`config.mk`:
```
export PLATFORM = sky130hd
export DESIGN_NAME = sdram_pwr_seq
export DESIGN_NICKNAME = d
export VERILOG_FILES = /design/src/rtl/sdram_pwr_pkg.sv /design/src/rtl/pwr_guard_timer.sv /design/src/rtl/sdram_pwr_fsm.sv /design/src/rtl/sdram_pwr_seq.sv
export SDC_FILE = /design/constraint.sdc
export NUM_CORES = 1
export LEC_CHECK = 0
export ABC_AREA = 1
export BUFFER_PORTS_ARGS = -buffer_cell sky130_fd_sc_hd__clkbuf_2
export CAP_MARGIN = 20
export CORE_UTILIZATION = 29
export DETAILED_ROUTE_END_ITERATION = 10
export GPL_TIMING_DRIVEN = 0
export HOLD_SLACK_MARGIN = 0.02
export SETUP_SLACK_MARGIN = 0.02
export SKIP_LAST_GASP = 1
export SLEW_MARGIN = 10
export SYNTH_ARGS = -nofsm -noshare
export SYNTH_HDL_FRONTEND = slang
export SYNTH_SLANG_ARGS = --single-unit
```
`constraint.sdc`:
```
create_clock -name clk -period 1.52 [get_ports clk]
set_input_delay 0 -clock clk [delete_from_list [all_inputs] [get_ports clk]]
set_output_delay 0 -clock clk [all_outputs]
set_load 0.02 [all_outputs]
```
`src/rtl/sdram_pwr_pkg.sv`:
```
package sdram_pwr_pkg;
  typedef enum logic [2:0] {
    ST_IDLE, ST_AREF_WAIT, ST_SREF, ST_SREF_EXIT_WAIT, ST_PDN, ST_PDN_EXIT
  } seq_state_e;

  localparam logic [2:0] CMD_NOP = 3'b111;
  localparam logic [2:0] CMD_REF = 3'b001;
endpackage

```
`src/rtl/pwr_guard_timer.sv`:
```
module pwr_guard_timer #(
  parameter int W = 4
) (
  input  logic         clk,
  input  logic         rst_n,
  input  logic         load,
  input  logic [W-1:0] load_val,
  output logic         zero
);
  logic [W-1:0] cnt_q;
  logic         cnt_en;
  logic [W-1:0] cnt_d;

  assign zero   = (cnt_q == '0);
  assign cnt_en = load | ~zero;
  assign cnt_d  = load ? load_val : cnt_q - W'(1);

  always_ff @(posedge clk or negedge rst_n) begin
    if (!rst_n)      cnt_q <= '0;
    else if (cnt_en) cnt_q <= cnt_d;
  end
endmodule

```
`src/rtl/sdram_pwr_fsm.sv`:
```
module sdram_pwr_fsm
  import sdram_pwr_pkg::*;
#(
  parameter int T_RC   = 6,
  parameter int PD_MAX = 1000,
  parameter int CW     = 10
) (
  input  logic          clk,
  input  logic          rst_n,
  input  logic          ref_req,
  input  logic          sref_req,
  input  logic          pdn_req,
  input  logic          banks_idle,
  input  logic          pre_done,
  input  logic          trp_zero,
  input  logic          tmr_zero,
  output logic          tmr_load,
  output logic [CW-1:0] tmr_val,
  output logic          cke_q,
  output logic [2:0]    cmd_q,
  output logic          ready_q
);
  localparam logic [CW-1:0] RC_LOAD = CW'(T_RC - 1);
  localparam logic [CW-1:0] PD_LOAD = CW'(PD_MAX - 1);

  seq_state_e state_q, state_d;
  logic       cke_d, ready_d, owe_q, owe_d;
  logic [2:0] cmd_d;
  logic       pdn_ok;

  assign pdn_ok = banks_idle & trp_zero & ~pre_done;

  always_comb begin
    state_d  = state_q;
    cke_d    = 1'b1;
    cmd_d    = CMD_NOP;
    tmr_load = 1'b0;
    tmr_val  = RC_LOAD;
    owe_d    = owe_q;
    unique case (state_q)
      ST_SREF: begin
        cke_d = 1'b0;
        if (!sref_req) begin
          state_d  = ST_SREF_EXIT_WAIT;
          cke_d    = 1'b1;
          tmr_load = 1'b1;
        end
      end
      ST_PDN: begin
        cke_d = 1'b0;
        if (!pdn_req || ref_req || sref_req || tmr_zero) begin
          state_d = ST_PDN_EXIT;
          cke_d   = 1'b1;
          if (tmr_zero) owe_d = 1'b1;
        end
      end
      default: begin
        if (state_q == ST_IDLE || state_q == ST_PDN_EXIT || tmr_zero) begin
          if (ref_req) begin
            state_d  = ST_AREF_WAIT;
            cmd_d    = CMD_REF;
            tmr_load = 1'b1;
            owe_d    = 1'b0;
          end else if (sref_req) begin
            state_d = ST_SREF;
            cmd_d   = CMD_REF;
            cke_d   = 1'b0;
          end else if (pdn_req && pdn_ok && !owe_q) begin
            state_d  = ST_PDN;
            cke_d    = 1'b0;
            tmr_load = 1'b1;
            tmr_val  = PD_LOAD;
          end else begin
            state_d = ST_IDLE;
          end
        end
      end
    endcase
    ready_d = (state_d == ST_IDLE);
  end

  always_ff @(posedge clk or negedge rst_n) begin
    if (!rst_n) begin
      state_q <= ST_IDLE;
      cke_q   <= 1'b1;
      cmd_q   <= CMD_NOP;
      ready_q <= 1'b1;
      owe_q   <= 1'b0;
    end else begin
      state_q <= state_d;
      cke_q   <= cke_d;
      cmd_q   <= cmd_d;
      ready_q <= ready_d;
      owe_q   <= owe_d;
    end
  end

  // Checker state: cycles since last auto refresh and power-down residency.
  localparam int SW = $clog2(T_RC + 1);
  localparam int PW = $clog2(PD_MAX + 1);
  logic [SW-1:0] since_ref_q;
  logic [PW-1:0] pd_run_q;
  logic          is_aref;

  assign is_aref = cke_q && (cmd_q == CMD_REF);

  always_ff @(posedge clk or negedge rst_n) begin
    if (!rst_n) begin
      since_ref_q <= SW'(T_RC);
      pd_run_q    <= '0;
    end else begin
      if (is_aref)                    since_ref_q <= SW'(1);
      else if (since_ref_q < SW'(T_RC)) since_ref_q <= since_ref_q + SW'(1);
      if (state_q != ST_PDN)          pd_run_q <= '0;
      else if (pd_run_q < PW'(PD_MAX)) pd_run_q <= pd_run_q + PW'(1);
    end
  end

  a_r3_ref_spacing: assert property (@(posedge clk) disable iff (!rst_n)
    is_aref |-> since_ref_q >= SW'(T_RC));
  a_r2_ready_after_ref: assert property (@(posedge clk) disable iff (!rst_n)
    ready_q |-> since_ref_q >= SW'(T_RC));
  a_r4_low_cke_nop: assert property (@(posedge clk) disable iff (!rst_n)
    (!cke_q && cmd_q != CMD_NOP) |-> $fell(cke_q));
  a_r6_pdn_banks: assert property (@(posedge clk) disable iff (!rst_n)
    ($fell(cke_q) && cmd_q == CMD_NOP) |-> $past(banks_idle));
  a_r7_exit_not_ready: assert property (@(posedge clk) disable iff (!rst_n)
    $rose(cke_q) |-> !ready_q);
  a_r8_pd_residency: assert property (@(posedge clk) disable iff (!rst_n)
    (state_q == ST_PDN) |-> pd_run_q < PW'(PD_MAX));
  a_r12_low_not_ready: assert property (@(posedge clk) disable iff (!rst_n)
    !cke_q |-> !ready_q);
endmodule

```
`src/rtl/sdram_pwr_seq.sv`:
```
module sdram_pwr_seq #(
  parameter int T_RC   = 6,
  parameter int T_RP   = 3,
  parameter int PD_MAX = 1000
) (
  input  logic clk,
  input  logic rst_n,
  input  logic ref_req,
  input  logic sref_req,
  input  logic pdn_req,
  input  logic banks_idle,
  input  logic pre_done,
  output logic cke,
  output logic ras_n,
  output logic cas_n,
  output logic we_n,
  output logic ready
);
  localparam int CW  = $clog2(((T_RC > PD_MAX) ? T_RC : PD_MAX) + 1);
  localparam int RPW = $clog2(T_RP + 1);

  logic          rst_meta_q, rst_sync_q;
  logic          tmr_load, tmr_zero, trp_zero;
  logic [CW-1:0] tmr_val;
  logic [2:0]    cmd;

  always_ff @(posedge clk or negedge rst_n) begin
    if (!rst_n) begin
      rst_meta_q <= 1'b0;
      rst_sync_q <= 1'b0;
    end else begin
      rst_meta_q <= 1'b1;
      rst_sync_q <= rst_meta_q;
    end
  end

  pwr_guard_timer #(.W(CW)) u_main_tmr (
    .clk(clk), .rst_n(rst_sync_q), .load(tmr_load),
    .load_val(tmr_val), .zero(tmr_zero)
  );

  pwr_guard_timer #(.W(RPW)) u_trp_tmr (
    .clk(clk), .rst_n(rst_sync_q), .load(pre_done),
    .load_val(RPW'(T_RP - 1)), .zero(trp_zero)
  );

  sdram_pwr_fsm #(.T_RC(T_RC), .PD_MAX(PD_MAX), .CW(CW)) u_fsm (
    .clk(clk), .rst_n(rst_sync_q),
    .ref_req(ref_req), .sref_req(sref_req), .pdn_req(pdn_req),
    .banks_idle(banks_idle), .pre_done(pre_done),
    .trp_zero(trp_zero), .tmr_zero(tmr_zero),
    .tmr_load(tmr_load), .tmr_val(tmr_val),
    .cke_q(cke), .cmd_q(cmd), .ready_q(ready)
  );

  assign {ras_n, cas_n, we_n} = cmd;
endmodule

```
[Word level (Yosys, flattened, before mapping)]
Cells that the tools add are included.
Storage, ports and cells
  input bits: 7
  bits in latches: 0
  memory bits (writable): 0
  memories: 0
  logic and storage cells: 76
  register bits after elaboration: 23
  memory bits (read-only): 0
Cells by class
  multiplexer cells: 35
  $mul: 0
  shifts and indexed selects: 0
  div/mod/pow operators: 0
  $add $sub $neg: 2
  bitwise operators: 8
  eq/ne operators: 5
  reduce and logical (&&, ||, !) cells: 17
  magnitude comparators: 0
Operator list (number)
  $mux W10: 6
  $mux W3: 10
  $mux W1: 14
  $logic_not A10 Y1: 1
  $sub A10 B1 Y10 const B: 1
  $eq A3 B3 Y1 const B: 2
  $logic_not A3 Y1: 2
  $pmux W1 S2: 3
  $pmux W3 S2: 1
  $logic_or A1 B1 Y1: 5
  $reduce_and A5 Y1: 1
  $ne A2 B1 Y1 const B: 2
  $not A1 Y1: 4
  $reduce_bool A2 Y1: 2
  $eq A3 B2 Y1 const B: 1
  $and A1 B1 Y1: 2
  $logic_and A1 B1 Y1: 2
  $logic_not A1 Y1: 2
  $logic_not A2 Y1: 1
  $mux W2: 1
  $or A1 B1 Y1: 2
  $reduce_or A2 Y1: 1
  $sub A2 B1 Y2 const B: 1

[Longest topological paths before layout]
Gate-level depths: netlist (run 1).
  depth in word-level cells: 11
  mapped depth: 12
  mapped depth without buffers: 12

[By module]
From an unflattened synthesis (run 1), not the netlist that was laid out.
Unflattened totals
  cells, all modules: 194
  area, all modules: 1400.1 µm²
By module, submodules not included
  pwr_guard_timer at u_main_tmr: times used 1, sequential area each 250.2 µm², area each 663.1 µm², cells each 95
  sdram_pwr_fsm: times used 1, sequential area each 178.9 µm², area each 559.3 µm², cells each 78
  pwr_guard_timer at u_trp_tmr: times used 1, sequential area each 50.0 µm², area each 120.1 µm², cells each 17
  sdram_pwr_seq: times used 1, sequential area each 50.0 µm², area each 57.6 µm², cells each 4

[Worst setup path after synthesis (run 1)]
No wires, ideal clock.
  path type: reg2reg
  start point: register u_main_tmr.cnt_q[0]
  end point: register u_main_tmr.cnt_q[1]
  arrival: 1517 ps
  required time: 1455 ps
  setup slack: -62 ps
  stages on the path, launching flop included: 13
  period minus slack after synthesis: 1582 ps
  path through: dfrtp_1 inv_1 ha_1 nand2_1 nor2_2 nand3_4 nand2_4 nand3_4 nand2_4 inv_4 nand2_4 nand2_1 nand2_1
On the way
  cells in the longest elaborated chain, start to end: 5
RTL lines
  start, declared: RTL line pwr_guard_timer.sv:10  | logic [W-1:0] cnt_q;
  start signal, assigned: RTL line pwr_guard_timer.sv:20  | else if (cnt_en) cnt_q <= cnt_d;
  branches (longest 5 deep; another with $sub A10 B1 Y10)
Several ways; the timed one is not identified.
A chain may end at the register's enable or synchronous reset.

[Worst setup path in the final report (run 1)]
  start point: register u_main_tmr.cnt_q[1]
  end point: register u_main_tmr.cnt_q[1]
The elaborated chain is that of the path after synthesis.

==> results of run 1 <==
Yosys cell counts, types with 2 or more instances:
cell type / count
o21ai_0: 3
nor2_1: 18
nand3_4: 2
dfrtp_1: 18
nor2_4: 2
a21oi_1: 3
nand2_1: 41
xor2_1: 5
inv_2: 8
nand3_1: 14
ha_1: 2
dfstp_2: 3
inv_1: 19
o211ai_1: 2
nor2_2: 3
buf_4: 2
nand2_4: 3
metal layers:
layer | vias to the layer above | routed length (um)
met5 | - | 0
li1 | 562 | -
met4 | 0 | 35
met3 | 5 | 69
met1 | 469 | 1140
met2 | 12 | 1230
state kept, by name, summed over array words and instances (netlist names):
| register | flops |
|---|---|
| u_main_tmr.cnt_q | 10 |
| u_fsm.state_q | 3 |
| u_trp_tmr.cnt_q | 2 |
| rst_meta_q | 1 |
| rst_sync_q | 1 |
| u_fsm.cke_q | 1 |
| u_fsm.cmd_q | 1 |
| u_fsm.owe_q | 1 |
| u_fsm.ready_q | 1 |
worst paths after layout:
check,from,slack [ns],end,cells past startpoint
max reg2reg,u_main_tmr.cnt_q[1],-0.05,u_main_tmr.cnt_q[1],12
min in group clk,sref_req,0.07,u_fsm.cke_q,4
max,u_main_tmr.cnt_q[1],-0.05,u_main_tmr.cnt_q[1],12
min reg2reg,rst_sync_q,0.31,u_main_tmr.cnt_q[0],0
max in group asynchronous,rst_sync_q,0.74,u_main_tmr.cnt_q[6],0
min,rst_n,0.06,rst_sync_q,2
final cells by class:
cell class / instances / area, um2 / area share
buffer: 2 / 15.0 / 0.00915
sequential: 21 / 529 / 0.323
clock buffer: 4 / 45.0 / 0.0275
timing repair buffer: 27 / 186 / 0.114
tap: 50 / 62.6 / 0.0381
multi-input combinational: 111 / 687 / 0.419
inverter: 28 / 115 / 0.0702
power by group through the flow:
stage	Combinational, mW	Sequential, mW	Clock, mW
after floorplan	0.998	0.914	0
after global placement	1.20	0.921	0
after detailed placement	1.21	0.919	0
after CTS	1.40	0.911	0.372
after global routing	1.84	0.937	0.384
final	1.62	0.911	0.354
through the flow:
step           hold WS, ns  total power [mW]
2_1_floorplan       -0.296              1.91
3_3_place_gp        -0.212              2.12
3_5_place_dp        -0.212              2.13
4_1_cts             0.0494              2.69
5_1_grt             0.0561              3.16
6_report            0.0578              2.89
logic make-up after synthesis:
kind of cell,count (synthesis)
simple gates,91
xor+xnor,6
fa+ha+maj,2
other cells,1
compound gates,10
flops,21
buf+inv,30
what timing repair did:
item | in CTS | in global routing
setup buffers | 10 | 5
pin swaps | 13 | 11
hold buffers | 2 | 0
endpoints found under the setup margin | 16 | 15
gates resized for setup | 6 | 19
endpoints found under the hold margin | 4 | 0
worst reg2reg max path, delay by kind of cell, from the launching register on:
kind	cells	cell delay, ns
simple gates	9	0.85
buf+inv	2	0.13
fa+ha+maj	1	0.14
flops	1	0.40
==> key figures, run 1 <==
Clocking
  • CTS H-tree depth: 1
  • Clk_lat worst skew: 0.26 ns
  • Clock buffer depth: 2
  • Worst-path clk slew: 0.07 ns
  • TritonCTS clock tree: yes
  • Clock buffer count from CTS: 3
  • Clock sinks: 21
  • Clk root buf: clkbuf_8

Synthesis
  • Top_reg_cell synth: dfrtp_1
  • Sequential share of the synthesized area: 0.423
  • Share of the synthesized area in the top cell type: 0.360
  • Post-synth EDFFs: 0
  • Syn Std Cell Area: 1250 um2
  • Fraction of registers with async set/reset: 1.00
  • Post-synthesis mux area share: 0
  • Largest family of logic cells by synthesized area: simple AND/OR/NAND/NOR gates
  • Yosys top cell by area: dfrtp_1
  • Yosys warns: 0
  • Complex-gate fraction of the synthesized area: 0.0450
  • Synth Area in Simple Gates: 0.369
  • Synthesized flop and latch total: 21
  • Mapped Cells: 161
  • Synth Area in XOR/XNOR: 0.0420
  • Adder-Cell Fraction of Synth Area: 0.0200
  • Top cells by area, synth: dfrtp_1 (36%), nand2_1 (12%), dfstp_2 (6.3%)
  • Syn Area/Cell: 7.77 um2
  • Synth unique cells: 30

Placed design
  • Dpl cell area: 1390 um2
  • Final HPWL from detailed placement: 1.69 mm
  • # port buffers: 10
  • Gpl congestion: 0.817
  • Post-Place Cells: 222
  • Dpl ws: -0.204 ns

STA
  • Setup Skew: 0.00396 ns
  • Final Hold Viols: 0
  • Count of final max-slew check failures: 0
  • Final period util: 1.04
  • Endpoints failing setup: 9
  • Fmax: 0.635 GHz
  • Slew HR: 0.502
  • RSZ-0062 raised after global routing: true
  • Min Tclk post-route: 1.57 ns
  • Setup WS post-layout: -0.0541 ns
  • Sum Neg Setup Slack: -0.334 ns
  • Worst-margin pin slew: 0.748 ns

Power and ir drop
  • Switch share: 0.428
  • Pint: 1.65 mW
  • P_leak: 0.853 nW
  • Max VDD drop: 802 uV
  • Logic gate share of total power: 0.562
  • Pwr/cell area: 1760 nW/um2
  • Clock share of power: 0.123
  • Total net switching power: 1.23 mW
  • Sequential Power Share: 0.316

Route
  • Final wirelength: 2.48 mm
  • Antenna Nets Post-Route: 0
  • DRT Pass-1 Iters: 4
  • Vias after detailed routing: 1048
  • DRC violations left: 0
  • WL/cell: 10.2 um
  • Routed vias/inst: 4.31
  • DRT iter0 DRCs: 36

Final layout
  • Core Util, Final: 0.404
  • Design area: 1640 um2
  • Fillers: 422
  • Fin nets: 203
  • Diodes inserted: 0
  • Post-Layout Cell Count: 243
  • Commonest cells after routing, fill and taps aside: nand2_1 (31), dfrtp_1 (18), nor2_1 (17), buf_4 (16)
  • Share of layout cells above drive strength 1: 0.394
  • Leading cell type in the layout, fill and taps excluded: nand2_1
  • Area growth, synth to finish: 31.1%

Run
  • Max-cap viol count: 0

Global routing
  • Gr busiest metal: met2
  • Grt met3 use: 0.0304
  • Global-route wire length before repair: 4.49 mm
  • Initial antenna violation count: 0
  • Total GRT Usage: 0.131
  • Routing usage on met2: 0.214
  • GRT met1 Usage: 0.164
  • Vias in the first global route: 1012
  • Gr ovfl total: 0
  • Largest net degree at the start of global routing: 20

Critical path
  • Worst path bufs/invs: 2
  • Worst setup EP type: flop
  • Worst path max stage delay: 0.40 ns
  • CP delay by family, top: simple AND/OR/NAND/NOR gates
  • Top cell by count, worst path: nand2_4
  • Crit path launch type: flop
  • Critical Path RT: 1.72 ns
  • CP arrival: 1.78 ns
  • Crit-path max FO: 7
  • Crit-path cells: inv_2 -> ha_4 -> nand2_4 -> nor2_4 -> nand3_4 -> nand2_4 -> nand3_4 -> nand2_4 -> inv_6 -> nand2_8 -> nand2_2 -> nand2_1
  • Slowest CP cell: dfrtp_1
  • Critical path class: reg -> reg

Die
  • Starting Density: 0.308
  • Die width: 67.7 um
  • DIE AREA: 4580 um2
  • Placeable Area: 4060 um2
  • IO Count: 12
  • Die H: 67.7 um
  • Row count: 23

Status
  • Status: complete, but fails checks
  • Failing checks: negative setup slack

Min path
  • Worst Hold Class: in -> async
No activity file was read; power rests on OpenSTA's default activity.
==> run 2: changes to the inputs <==
==> constraint.sdc (replaced) <==
create_clock -name clk -period 1.52 [get_ports clk]
set_input_delay 0.304 -clock clk [delete_from_list [all_inputs] [get_ports clk]]
set_output_delay 0.304 -clock clk [all_outputs]
set_load 0.02 [all_outputs]
==> run 2 against run 1 <==
The run still ends with negative setup slack left. Clock-buffer cell count unchanged. Worst setup slack unchanged. Utilization decreased by 0.25 points. Sequential share of layout area increased by 0.20 points. Clock skew about the same. Non-clock buffer count decreased by 1. Total power about the same. Sequential power about the same. Global-route usage about the same. Critical path depth unchanged. Cell count decreased by 0.41%. Critical path type unchanged. Critical endpoint unchanged. Largest cell class unchanged.
==> key figures, run 2 (synthesized netlist as in run 1, its figures left out) <==
Route
  • DRC violations left: 0 (unchanged)
  • DRT Pass-1 Iters: 4 (unchanged)
  • Final wirelength: 2.48 mm (-0.12%)
  • Antenna Nets Post-Route: 0 (unchanged)
  • WL/cell: 10.2 um (+0.29%)
  • Vias after detailed routing: 1046 (-0.19%)
  • Routed vias/inst: 4.32 (+0.22%)
  • DRT iter0 DRCs: 35 (-2.8%)
  • Routed met1 length: 1.14 mm (-0.26%)
  • Max layer used: met4
  • Wire length on met2: 1.23 mm (unchanged)
  • WL met3: 69 um (unchanged)

STA
  • Min Tclk post-route: 1.57 ns (unchanged)
  • Setup WS post-layout: -0.0541 ns (unchanged)
  • Count of final max-slew check failures: 0 (unchanged)
  • Setup Skew: 0.00401 ns (+0.0000437 ns)
  • Final Hold Viols: 0 (unchanged)
  • Worst-margin pin slew: 0.748 ns (-0.0000181 ns)
  • Endpoints failing setup: 9 (unchanged)
  • RSZ-0062 raised after global routing: true
  • Fmax: 0.635 GHz (unchanged)
  • Final period util: 1.04 (unchanged)
  • Slew HR: 0.502 (about the same)

Final layout
  • Fillers: 424 (+0.47%)
  • Area growth, synth to finish: 30.3%
  • Leading cell type in the layout, fill and taps excluded: nand2_1
  • Share of layout cells above drive strength 1: 0.396 (+0.00205)
  • Diodes inserted: 0 (unchanged)
  • Commonest cells after routing, fill and taps aside: nand2_1 (31), dfrtp_1 (18), nor2_1 (17), buf_4 (16)
  • Core Util, Final: 0.402 (-0.00247)
  • Biggest regs: u_main_tmr.cnt_q: 10 flops, u_fsm.state_q: 3 flops, u_trp_tmr.cnt_q: 2 flops
  • Fin nets: 202 (-0.49%)
  • Largest register FFs: 10 (unchanged)
  • Largest register by flop count: u_main_tmr.cnt_q

Clocking
  • Clock sinks: 21 (unchanged)
  • Clk_lat worst skew: 0.26 ns (about the same)
  • Clk root buf: clkbuf_8
  • CTS H-tree depth: 1 (unchanged)
  • Clock buffer count from CTS: 3 (unchanged)
  • TritonCTS clock tree: yes
  • Worst-path clk slew: 0.07 ns (about the same)
  • Clock buffer depth: 2 (unchanged)

Global routing
  • Global-route wire length before repair: 4.48 mm (-0.29%)
  • Initial antenna violation count: 0 (unchanged)
  • Vias in the first global route: 1009 (-0.30%)
  • Largest net degree at the start of global routing: 20 (unchanged)
  • Gr ovfl total: 0 (unchanged)
  • Total GRT Usage: 0.131 (-0.000354)

Critical path
  • Crit path launch type: flop
  • R2r worst-path depth: 12 (unchanged)
  • Critical path class: reg -> reg
  • Critical Path RT: 1.72 ns (about the same)
  • CP arrival: 1.78 ns (about the same)
  • Crit-path max FO: 7 (unchanged)
  • Worst setup EP type: flop

Power and ir drop
  • Max VDD drop: 802 uV (unchanged)
  • P_leak: 0.849 nW (-0.49%)
  • Total power: 2.88 mW (about the same)
  • Pwr/cell area: 1770 nW/um2 (+0.54%)

Min path
  • Worst Hold Class: in -> reg
  • Hold Path Stages: 2

Placed design
  • Final HPWL from detailed placement: 1.69 mm (unchanged)
  • Gpl congestion: 0.817 (unchanged)
  • # port buffers: 10 (unchanged)

Die
  • Row count: 23 (unchanged)
  • Die H: 67.7 um (unchanged)
  • Placeable Area: 4060 um2 (unchanged)
  • IO Count: 12 (unchanged)
  • DIE AREA: 4580 um2 (unchanged)
  • Die width: 67.7 um (unchanged)
  • Starting Density: 0.308 (unchanged)

Status
  • Failing checks: negative setup slack
  • Status: complete, but fails checks

Run
  • Max-cap viol count: 0 (unchanged)
## run 2: cell types whose count changed in the layout (fill, tap and decap cells not counted)
cell	previous run	this run
dlygate4sd3_1	2	1
## run 2: worst max-delay path, cell delays in order (launching register included)
cell and delay (ns):
dfrtp_1 0.40, inv_2 0.08, ha_4 0.14, nand2_4 0.05
nor2_4 0.14, nand3_4 0.11, nand2_4 0.12, nand3_4 0.12
nand2_4 0.13, inv_6 0.05, nand2_8 0.07, nand2_2 0.06
nand2_1 0.05
## run 2: power breakdown
group	switching, mW	internal, mW
sequential	0.158	0.753
clock	0.167	0.187
combinational	0.909	0.710
## run 2: through the flow
step	area, um2	setup slack [ns]	setup TNS, ns	hold WS [ns]	std cells
3_5_place_dp	1390	-0.204	-1.52	0.0918	222
3_3_place_gp	1390	-0.207	-1.57	0.0922	222
5_1_grt	1630	-0.131	-1.24	0.251	242
2_1_floorplan	1270	0.0240	0	0.00841	162
4_1_cts	1540	-0.00313	-0.00878	0.228	237
6_report	1630	-0.0541	-0.335	0.245	242
## run 2: final cells by class
cell class | count | area (um2) | share of cell area
Multi-Input combinational cell | 111 | 687 | 0.421
Sequential cell | 21 | 529 | 0.325
Clock buffer | 4 | 45.0 | 0.0276
Inverter | 28 | 115 | 0.0706
Timing Repair Buffer | 26 | 176 | 0.108
Tap cell | 50 | 62.6 | 0.0384
Buffer | 2 | 15.0 | 0.00921
## run 2: what timing repair did
| action | CTS | global route |
|---|---|---|
| buffers inserted | 10 | 5 |
| hold buffers | 1 | 0 |
| hold endpoints to repair | 2 | 0 |
| resized for setup | 6 | 19 |
| pin swaps | 13 | 11 |
| endpoints found under the setup margin | 16 | 15 |
## run 2: path summary, 6_finish.rpt
path / start / to / slack, ns
setup / recovery: u_main_tmr.cnt_q[1] / u_main_tmr.cnt_q[1] / -0.05
hold / removal: pre_done / u_trp_tmr.cnt_q[0] / 0.25
setup reg to reg: u_main_tmr.cnt_q[1] / u_main_tmr.cnt_q[1] / -0.05
hold reg to reg: rst_sync_q / u_main_tmr.cnt_q[0] / 0.31
max in group asynchronous: rst_sync_q / u_main_tmr.cnt_q[4] / 0.74
min in group asynchronous: rst_sync_q / u_main_tmr.cnt_q[0] / 0.31
## run 2: routing by layer
layer | track usage | up-vias
met4 | 0.0559 | 0
li1 | - | 560
met1 | 0.163 | 469
met5 | 0 | -
met2 | 0.214 | 12
met3 | 0.0304 | 5
==> run 3: changes to the inputs <==
Settings changed: PLACE_DENSITY_LB_ADDON set to 0.15.
==> run 3 against run 2 <==
The flow still finishes with violations (negative setup slack). Sequential share of layout area decreased by 0.22 points. Cell area grew 0.69%. Non-clock buffer count increased by 3. Global-route usage up 1.0 points. Die area stayed put. Sequential power hardly changed. Critical path depth down 1. Clock power up 4%. Clock-buffer cell count is the same. Critical path type unchanged.
==> key figures, run 3 (synthesized netlist as in run 1, its figures left out) <==
Die
  • DIE AREA: 4580 um2 (unchanged)
  • Starting Density: 0.308 (unchanged)
  • Row count: 23 (unchanged)
  • IO Count: 12 (unchanged)
  • Die width: 67.7 um (unchanged)
  • Placeable Area: 4060 um2 (unchanged)
  • Die H: 67.7 um (unchanged)

Min path
  • Worst Hold Class: in -> reg

Status
  • Failing checks: negative setup slack
  • Status: complete, but fails checks

Critical path
  • Critical path class: reg -> reg
  • Crit-path cells: inv_2 -> ha_4 -> nand2_4 -> nor2_4 -> nand3_4 -> nand2_4 -> nand3_4 -> nand2_4 -> inv_6 -> nand3_1 -> nand2_1
  • Worst setup EP type: flop
  • Critical Path RT: 1.67 ns (-0.05 ns)
  • Slowest CP cell: dfrtp_1
  • Top cell by count, worst path: nand2_4
  • CP arrival: 1.78 ns (about the same)
  • Crit path launch type: flop
  • Worst path max stage delay: 0.41 ns (about the same)
  • Crit-path max FO: 7 (unchanged)

Clocking
  • CTS H-tree depth: 1 (unchanged)
  • Worst-path clk slew: 0.08 ns (about the same)
  • Clk_lat worst skew: 0.26 ns (about the same)
  • Clock sinks: 21 (unchanged)
  • Clk root buf: clkbuf_8
  • Clock buffer depth: 2 (unchanged)
  • TritonCTS clock tree: yes
  • Clock buffer count from CTS: 3 (unchanged)

STA
  • RSZ-0062 raised after global routing: true
  • Min Tclk post-route: 1.62 ns (+0.0503 ns)
  • Sum Neg Setup Slack: -0.738 ns (-0.404 ns)
  • Count of final max-slew check failures: 0 (unchanged)
  • Fmax: 0.616 GHz (-3.1%)
  • Endpoints failing setup: 10 (+1)
  • Setup WS post-layout: -0.104 ns (-0.0503 ns)
  • Final period util: 1.07 (+0.0331)
  • Slew HR: 0.449 (-0.0528)
  • Worst-margin pin slew: 0.827 ns (+0.0792 ns)
  • Final Hold Viols: 0 (unchanged)
  • Setup Skew: 0.00313 ns (-0.000878 ns)

Route
  • DRC violations left: 0 (unchanged)
  • Antenna Nets Post-Route: 0 (unchanged)
  • WL/cell: 11.4 um (+12%)
  • DRT iter0 DRCs: 57 (+63%)
  • Vias after detailed routing: 1100 (+5.2%)
  • Routed vias/inst: 4.49 (+3.9%)
  • DRT Pass-1 Iters: 5 (+1)
  • Final wirelength: 2.81 mm (+13%)

Power and ir drop
  • Pwr/cell area: 1770 nW/um2 (+0.21%)
  • Total power: 2.91 mW (+0.90%)
  • Max VDD drop: 488 uV (-39%)
  • P_leak: 0.876 nW (+3.2%)

Global routing
  • Largest net degree at the start of global routing: 20 (unchanged)
  • Gr ovfl total: 0 (unchanged)
  • Vias in the first global route: 1164 (+15%)
  • Global-route wire length before repair: 4.83 mm (+7.9%)
  • Total GRT Usage: 0.141 (+0.0101)
  • Initial antenna violation count: 0 (unchanged)

Final layout
  • Seq. cell area: 529 um2 (unchanged)
  • Fillers: 417 (-1.7%)
  • Largest register FFs: 10 (unchanged)
  • Largest register by flop count: u_main_tmr.cnt_q
  • Leading cell type in the layout, fill and taps excluded: nand2_1
  • Share of layout cells above drive strength 1: 0.390 (-0.00609)
  • Biggest regs: u_main_tmr.cnt_q: 10 flops, u_fsm.state_q: 3 flops, u_trp_tmr.cnt_q: 2 flops
  • Diodes inserted: 0 (unchanged)
  • Fin nets: 205 (+1.5%)
  • Area growth, synth to finish: 31.2%
  • Area of the multi-input gates: 681 um2 (-0.91%)
  • Commonest cells after routing, fill and taps aside: nand2_1 (34), buf_4 (19), dfrtp_1 (18), nor2_1 (17), inv_1 (15)

Placed design
  • Final HPWL from detailed placement: 1.92 mm (+13%)
  • # port buffers: 10 (unchanged)
  • Gpl congestion: 0.787 (-3.7%)

Run
  • Max-cap viol count: 0 (unchanged)
==> run 3: changes by cell type in the layout (fill, tap and decap cells not counted), moves of 2 or more <==
cell	delta
buf_4	+3
nand2_2	-4
inv_1	+2
nand2_1	+3
==> run 3: metal layers <==
layer | up-vias | GRT usage | routed length, um
li1 | 558 | - | -
met1 | 519 | 0.164 | 1300
met2 | 21 | 0.248 | 1400
met3 | 2 | 0.0287 | 86
met4 | 0 | 0.0585 | 26
met5 | - | 0 | 0
==> run 3: final cells by class <==
class	instances	area share
multi-input combinational	111	0.415
buffer	2	0.00915
inverter	28	0.0671
clock buffer	4	0.0274
sequential	21	0.322
tap	50	0.0381
timing repair buffer	29	0.121
==> run 3: where the power goes <==
group	total (mW)	switching (mW)	internal, mW
clock	0.369	0.183	0.187
combinational	1.63	0.912	0.717
sequential	0.912	0.160	0.752
==> run 3: worst paths after layout <==
kind | slack (ns) | start | cells past startpoint | endpoint
setup / recovery | -0.10 | u_main_tmr.cnt_q[0] | 11 | u_main_tmr.cnt_q[1]
hold / removal | 0.26 | pre_done | 2 | u_trp_tmr.cnt_q[0]
setup reg to reg | -0.10 | u_main_tmr.cnt_q[0] | 11 | u_main_tmr.cnt_q[1]
hold reg to reg | 0.35 | rst_sync_q | 0 | u_fsm.owe_q
max in group asynchronous | 0.66 | rst_sync_q | 0 | u_main_tmr.cnt_q[2]
min in group asynchronous | 0.35 | rst_sync_q | 0 | u_fsm.owe_q
==> run 3: worst max-delay path: cells and delay by family (launching register included) <==
kind | cells | cell delay (ns)
simple gates | 8 | 0.83
flops | 1 | 0.41
fa+ha+maj | 1 | 0.15
buf+inv | 2 | 0.14
==> run 3: timing repair <==
item | CTS | global route
hold endpoints to repair | 2 | 0
pin swaps | 10 | 12
endpoints found under the setup margin | 17 | 14
buffers inserted | 15 | 4
resized for setup | 7 | 13
hold buffers | 1 | 0
==> run 3: stage by stage <==
stage	cells	cell area (um2)	hold WS [ns]	worst slack [ns]	util
finish	245	1640	0.260	-0.104	0.405
global route	245	1640	0.254	-0.182	0.405
CTS	242	1580	0.225	-0.0511	0.389
detailed placement	222	1390	0.0946	-0.203	0.342
global placement	222	1390	0.0918	-0.208	0.342
floorplan	162	1270	0.00841	0.0240	-
